## config.mk

```make
export PLATFORM = sky130hd
export DESIGN_NAME = gated_freq_counter
export DESIGN_NICKNAME = d
export VERILOG_FILES = /design/src/rtl/gfc_pkg.sv /design/src/rtl/gfc_edge_sync.sv /design/src/rtl/gfc_gate_timer.sv /design/src/rtl/gfc_sat_counter.sv /design/src/rtl/gated_freq_counter.sv
export SDC_FILE = /design/constraint.sdc
export NUM_CORES = 1
export LEC_CHECK = 0
export CELL_PAD_IN_SITES_DETAIL_PLACEMENT = 2
export CELL_PAD_IN_SITES_GLOBAL_PLACEMENT = 2
export CORE_MARGIN = 2
export CORE_UTILIZATION = 34
export CTS_CLUSTER_SIZE = 40
export DETAILED_ROUTE_END_ITERATION = 10
export HOLD_SLACK_MARGIN = 0.1
export PLACE_DENSITY_LB_ADDON = 0.05
export RECOVER_POWER = 25
export SLEW_MARGIN = 10
export SYNTH_ARGS = -nofsm -noshare
export SYNTH_HDL_FRONTEND = slang
export SYNTH_SLANG_ARGS = --single-unit
```

## constraint.sdc

```tcl
create_clock -name clk -period 2 [get_ports clk]
set_clock_uncertainty 0.05 [all_clocks]
set_input_delay 0.4 -clock clk [delete_from_list [all_inputs] [get_ports clk]]
set_output_delay 0.4 -clock clk [all_outputs]
set_load 0.005 [all_outputs]
```

## src/rtl/gfc_pkg.sv

```systemverilog
package gfc_pkg;
    typedef enum logic [1:0] {
        ST_IDLE,
        ST_WAIT,
        ST_GATE,
        ST_STORE
    } gfc_state_e;

    localparam logic [1:0] MODE_FREQ = 2'b00;
endpackage

```

## src/rtl/gfc_edge_sync.sv

```systemverilog
module gfc_edge_sync #(
    parameter int STAGES = 2
) (
    input  logic clk,
    input  logic rst_n,
    input  logic sig_in,
    input  logic block,
    output logic rise
);
    logic [STAGES:0] sh;

    always_ff @(posedge clk or negedge rst_n) begin
        if (!rst_n) sh <= '0;
        else        sh <= {sh[STAGES-1:0], sig_in};
    end

    assign rise = sh[STAGES-1] & ~sh[STAGES] & ~block;
endmodule

```

## src/rtl/gfc_gate_timer.sv

```systemverilog
module gfc_gate_timer #(
    parameter int TIME_W = 12,
    parameter int LEN0   = 75,
    parameter int LEN1   = 300,
    parameter int LEN2   = 600,
    parameter int LEN3   = 2400
) (
    input  logic       clk,
    input  logic       rst_n,
    input  logic       load,
    input  logic [1:0] sel,
    input  logic       run,
    input  logic       tick,
    output logic       last
);
    logic [TIME_W-1:0] rem;
    logic [TIME_W-1:0] len_sel;

    always_comb begin
        unique case (sel)
            2'b00:   len_sel = TIME_W'(LEN0);
            2'b01:   len_sel = TIME_W'(LEN1);
            2'b10:   len_sel = TIME_W'(LEN2);
            default: len_sel = TIME_W'(LEN3);
        endcase
    end

    always_ff @(posedge clk or negedge rst_n) begin
        if (!rst_n)            rem <= '0;
        else if (load)         rem <= len_sel;
        else if (run && tick)  rem <= rem - TIME_W'(1);
    end

    assign last = run & tick & (rem == TIME_W'(1));


    tick_hold_chk: assert property (@(posedge clk) disable iff (!rst_n)
        (!load && !(run && tick)) |=> $stable(rem));
endmodule

```

## src/rtl/gfc_sat_counter.sv

```systemverilog
module gfc_sat_counter #(
    parameter int COUNT_W = 20
) (
    input  logic               clk,
    input  logic               rst_n,
    input  logic               clr,
    input  logic               inc,
    output logic [COUNT_W-1:0] q
);
    localparam logic [COUNT_W-1:0] TOP = '1;

    always_ff @(posedge clk or negedge rst_n) begin
        if (!rst_n)                 q <= '0;
        else if (clr)               q <= '0;
        else if (inc && q != TOP)   q <= q + COUNT_W'(1);
    end


    no_wrap_chk: assert property (@(posedge clk) disable iff (!rst_n)
        (q == TOP && !clr) |=> (q == TOP));

    idle_hold_chk: assert property (@(posedge clk) disable iff (!rst_n)
        (!inc && !clr) |=> $stable(q));
endmodule

```

## src/rtl/gated_freq_counter.sv

```systemverilog
module gated_freq_counter
    import gfc_pkg::*;
#(
    parameter int COUNT_W     = 20,
    parameter int SYNC_STAGES = 2,
    parameter int LEN0        = 75,
    parameter int LEN1        = 300,
    parameter int LEN2        = 600,
    parameter int LEN3        = 2400
) (
    input  logic               clk,
    input  logic               rst_n,
    input  logic               tick_en,
    input  logic               cfg_we,
    input  logic [3:0]         cfg_data,
    input  logic               start,
    input  logic               in_block,
    input  logic               sig_in,
    output logic [COUNT_W-1:0] result,
    output logic               done
);
    localparam int LEN_A   = (LEN0 > LEN1) ? LEN0 : LEN1;
    localparam int LEN_B   = (LEN2 > LEN3) ? LEN2 : LEN3;
    localparam int LEN_MAX = (LEN_A > LEN_B) ? LEN_A : LEN_B;
    localparam int TIME_W  = $clog2(LEN_MAX + 1);

    gfc_state_e         state, state_nx;
    logic [3:0]         cfg_q;
    logic               start_ok;
    logic               rise;
    logic               gate_last;
    logic [COUNT_W-1:0] cnt;

    assign start_ok = start & (cfg_q[3:2] == MODE_FREQ);

    always_ff @(posedge clk or negedge rst_n) begin
        if (!rst_n)      cfg_q <= 4'b0000;
        else if (cfg_we) cfg_q <= cfg_data;
    end

    gfc_edge_sync #(.STAGES(SYNC_STAGES)) u_sync (
        .clk    (clk),
        .rst_n  (rst_n),
        .sig_in (sig_in),
        .block  (in_block),
        .rise   (rise)
    );

    gfc_gate_timer #(
        .TIME_W (TIME_W),
        .LEN0   (LEN0),
        .LEN1   (LEN1),
        .LEN2   (LEN2),
        .LEN3   (LEN3)
    ) u_timer (
        .clk    (clk),
        .rst_n  (rst_n),
        .load   (start_ok),
        .sel    (cfg_q[1:0]),
        .run    (state == ST_GATE),
        .tick   (tick_en),
        .last   (gate_last)
    );

    gfc_sat_counter #(.COUNT_W(COUNT_W)) u_cnt (
        .clk    (clk),
        .rst_n  (rst_n),
        .clr    (start_ok),
        .inc    ((state == ST_GATE) & rise),
        .q      (cnt)
    );

    // state register
    always_ff @(posedge clk or negedge rst_n) begin
        if (!rst_n) state <= ST_IDLE;
        else        state <= state_nx;
    end

    // next state
    always_comb begin
        state_nx = state;
        if (start_ok) begin
            state_nx = ST_WAIT;
        end else begin
            unique case (state)
                ST_IDLE:  state_nx = ST_IDLE;
                ST_WAIT:  if (tick_en)   state_nx = ST_GATE;
                ST_GATE:  if (gate_last) state_nx = ST_STORE;
                ST_STORE: state_nx = ST_IDLE;
                default:  state_nx = ST_IDLE;
            endcase
        end
    end

    // outputs
    always_ff @(posedge clk or negedge rst_n) begin
        if (!rst_n) begin
            result <= '0;
            done   <= 1'b0;
        end else if (start_ok) begin
            done   <= 1'b0;
        end else if (state == ST_STORE) begin
            result <= cnt;
            done   <= 1'b1;
        end
    end


    done_src_chk: assert property (@(posedge clk) disable iff (!rst_n)
        $rose(done) |-> ($past(state) == ST_STORE));

    result_hold_chk: assert property (@(posedge clk) disable iff (!rst_n)
        (state != ST_STORE) |=> $stable(result));

    start_clr_chk: assert property (@(posedge clk) disable iff (!rst_n)
        start_ok |=> (!done && state == ST_WAIT && cnt == '0));

    bad_mode_chk: assert property (@(posedge clk) disable iff (!rst_n)
        (start && cfg_q[3:2] != MODE_FREQ && state == ST_IDLE) |=> (state == ST_IDLE));

    blocked_count_chk: assert property (@(posedge clk) disable iff (!rst_n)
        (in_block && !start_ok) |=> $stable(cnt));
endmodule

```

==> results.cfg <==
[cts]
clock-root-buffer = clkbuf_8
post_cts_buffers = 0
cts_buffers = 9
ctsHtreeMaxLevel = 3
cts_sinks = 62
cts.clk_slew.worst_paths_ps = 70
clk_latency_ps = 350
cts_tree = built
cts_buffer_depth = 2

[setup_path]
r2r_start = u_timer.rem[8]
cp.required_ps = 2210
r2r_end = state[1]
path_buf_inv = 0
crit_fanout = 4
r2r_slack_ps = 130
cp-endpoint = state[1]
crit_arrival_ps = 2080
worstSetupEndpointType = flop
path_class = flop to flop
critPathLaunchType = flop
critPathTopFamily = simple AND/OR/NAND/NOR gates
cp.depth = 5
critical-path-slowest-cell = or4_4
cp_slowest_stage_delay_ps = 550
crit_start = u_timer.rem[8]
rr_worst_depth = 5
crit_chain = or4_4, or3_4, o22ai_4, o21ai_1, a21oi_1

[timing]
rsz0062_at_grt = false
max_freq_mhz = 534.6
finalMaxSlewViolations = 0
fin_crit_sh_pct = 93.53
min_period_ps = 1871
setup-violations-final = 0
timing.hold.ws_ps = 318.8
slew_headroom_pct = 41.23
hold_viol = 0
worst_pin_slew_ps = 881.6

[synthesis]
syn_area_sq_um = 2994
synthArstFlopShare_pct = 100.0
synthTopCellsByArea = dfrtp_1 52%, mux2_2 7.9%, xor2_1 3.2%
synth_cell_types = 53
syn_inst = 264
synth_top_area_share_pct = 51.82
synth_edf_count = 0
synthFlopType = dfrtp_1
yosys_warnings = 0
synth.largest_area_cell = dfrtp_1
yosysSeqAreaShare_pct = 51.82
synth_area_per_cell_sq_um = 11.34
ys_ff_latch = 62
syn_nets = 282

[die]
die_h_microns = 97.84
initial_core_util_pct = 34.67
coreArea_sq_um = 8636
dieWidth_microns = 97.84
io_pins = 32
dieArea_sq_um = 9573
row_count = 34

[cells_and_area]
diodes = 0
fin_nets = 354
fillCellCount = 918
drive_above_1_share_pct = 28.15
layout_common_cells = 62 x dfrtp_1, 36 x buf_4, 28 x clkdlybuf4s50_1
utilization_pct = 45.39
syn2layout_area_growth_pct = 30.92
layout_commonest_cell = dfrtp_1

[detailed_routing]
drt_first_pass_iters = 4
vias = 2310
top_layer = met4
drc = 0
met1_length_mm = 3.356
ant_nets = 0
vias_per_cell = 5.145
dr_wl_met3_microns = 158
initialDrtViolationCount = 36
wl_mm = 8.077
route.met2.wl_mm = 4.432
routedWlPerCell_microns = 17.99

[global_routing]
grt_overflow = 0
grt_pass1_vias = 2661
antenna_found_initial = 0
grt_max_degree = 63
grt_first_pass_wirelength_mm = 13.79
grt_use_total_pct = 18.36

[placed_design]
dp_hpwl_mm = 5.844
place_congestion = 0.7523
port_buffers = 31

[power_and_ir_drop]
power_leakage_nw = 1.756
irDropWorstVdd_uv = 337.1
powerDensity_nw_per_um2 = 938.9

[min_path]
hp-class = flop to flop

[job]
cap_violations = 0

[run_status]
outcome = finished, final reports clean
## cells by family after synthesis
| family | Yosys count | synth area share, % |
|---|---|---|
| AO/OA/AOI/OAI | 37 | 8.066 |
| XOR/XNOR | 21 | 6.143 |
| adder cells (fa/ha/maj) | 7 | 2.925 |
| buffers and inverters | 16 | 2.674 |
| flip-flops | 62 | 51.82 |
| multiplexers | 21 | 7.898 |
| AND/OR/NAND/NOR | 100 | 20.48 |
## report_power, final
part	total (mW)	switching [mW]	internal, mW	leakage (nW)
Sequential	1.54	0.136	1.40	0.818
Clock	1.22	0.522	0.700	0.106
Combinational	0.922	0.457	0.465	0.831
## worst min-delay path by stage
stage               cells past startpoint  slack (ps)      endpoint          from
finish                                  0         320  u_sync.sh[1]  u_sync.sh[0]
global route                            0         330  u_sync.sh[1]  u_sync.sh[0]
CTS                                     0         330  u_sync.sh[1]  u_sync.sh[0]
detailed placement                      0         310  u_sync.sh[1]  u_sync.sh[0]
global placement                        0         300  u_sync.sh[1]  u_sync.sh[0]
floorplan                               0          50      cfg_q[0]         rst_n
## flip-flops by register name, indices dropped and copies added, names as in the netlist
signal	flops
done	1
u_sync.sh	3
result	20
cfg_q	4
u_timer.rem	12
u_cnt.q	20
state	2
## worst register-to-register path: cells and delay by family (launching register included)
| family | cells | cell delay (ps) |
|---|---|---|
| compound gates | 3 | 420 |
| flops | 1 | 400 |
| simple gates | 2 | 910 |
## what timing repair did
item                                   4_1_cts  5_1_grt
gates resized for setup                      1        3
endpoints found under the hold margin       62        0
pin swaps                                    0        1
hold buffers                                 1        0
setup endpoints to repair                    5       12
## metal layers
metal  track usage [%]  vias to the layer above
met1             21.49                     1198
met5                 0                        -
li1                  -                     1082
met2             33.40                       21
met3             3.364                        9
met4             6.731                        0
## synth_stat cells (all sizes together) (2+ instances only)
library cell	n
a21oi	12
and2	3
and3	2
and4	4
buf	4
clkbuf	5
dfrtp	62
ha	7
inv	7
mux2	21
nand2	17
nand2b	2
nand3	11
nand4	9
nor2	25
nor3	7
nor4	7
o211ai	4
o21ai	12
or3	4
or4	4
xnor2	10
xor2	11
## layout make-up
type | count | area, sq um | share of cell area [%]
Clock buffer | 10 | 127.6 | 3.256
Clock inverter | 6 | 86.33 | 2.202
Inverter | 7 | 26.28 | 0.6703
Multi-Input combinational cell | 186 | 1380 | 35.21
Sequential cell | 62 | 1551 | 39.58
Tap cell | 108 | 135.1 | 3.447
Timing Repair Buffer | 70 | 613.1 | 15.64
## stage by stage
stage	instance area [sq um]	instances	TNS (ps)	power, mW	setup slack, ps
2_1_floorplan	2994	264	0	2.047	113.4
3_3_place_gp	3691	432	-6.483	2.422	-6.483
3_5_place_dp	3691	432	-264.3	2.467	-70.13
4_1_cts	3918	449	0	3.707	22.60
5_1_grt	3920	449	0	3.895	14.63
6_report	3920	449	0	3.681	129.4
(Power assumes the default switching activity.)
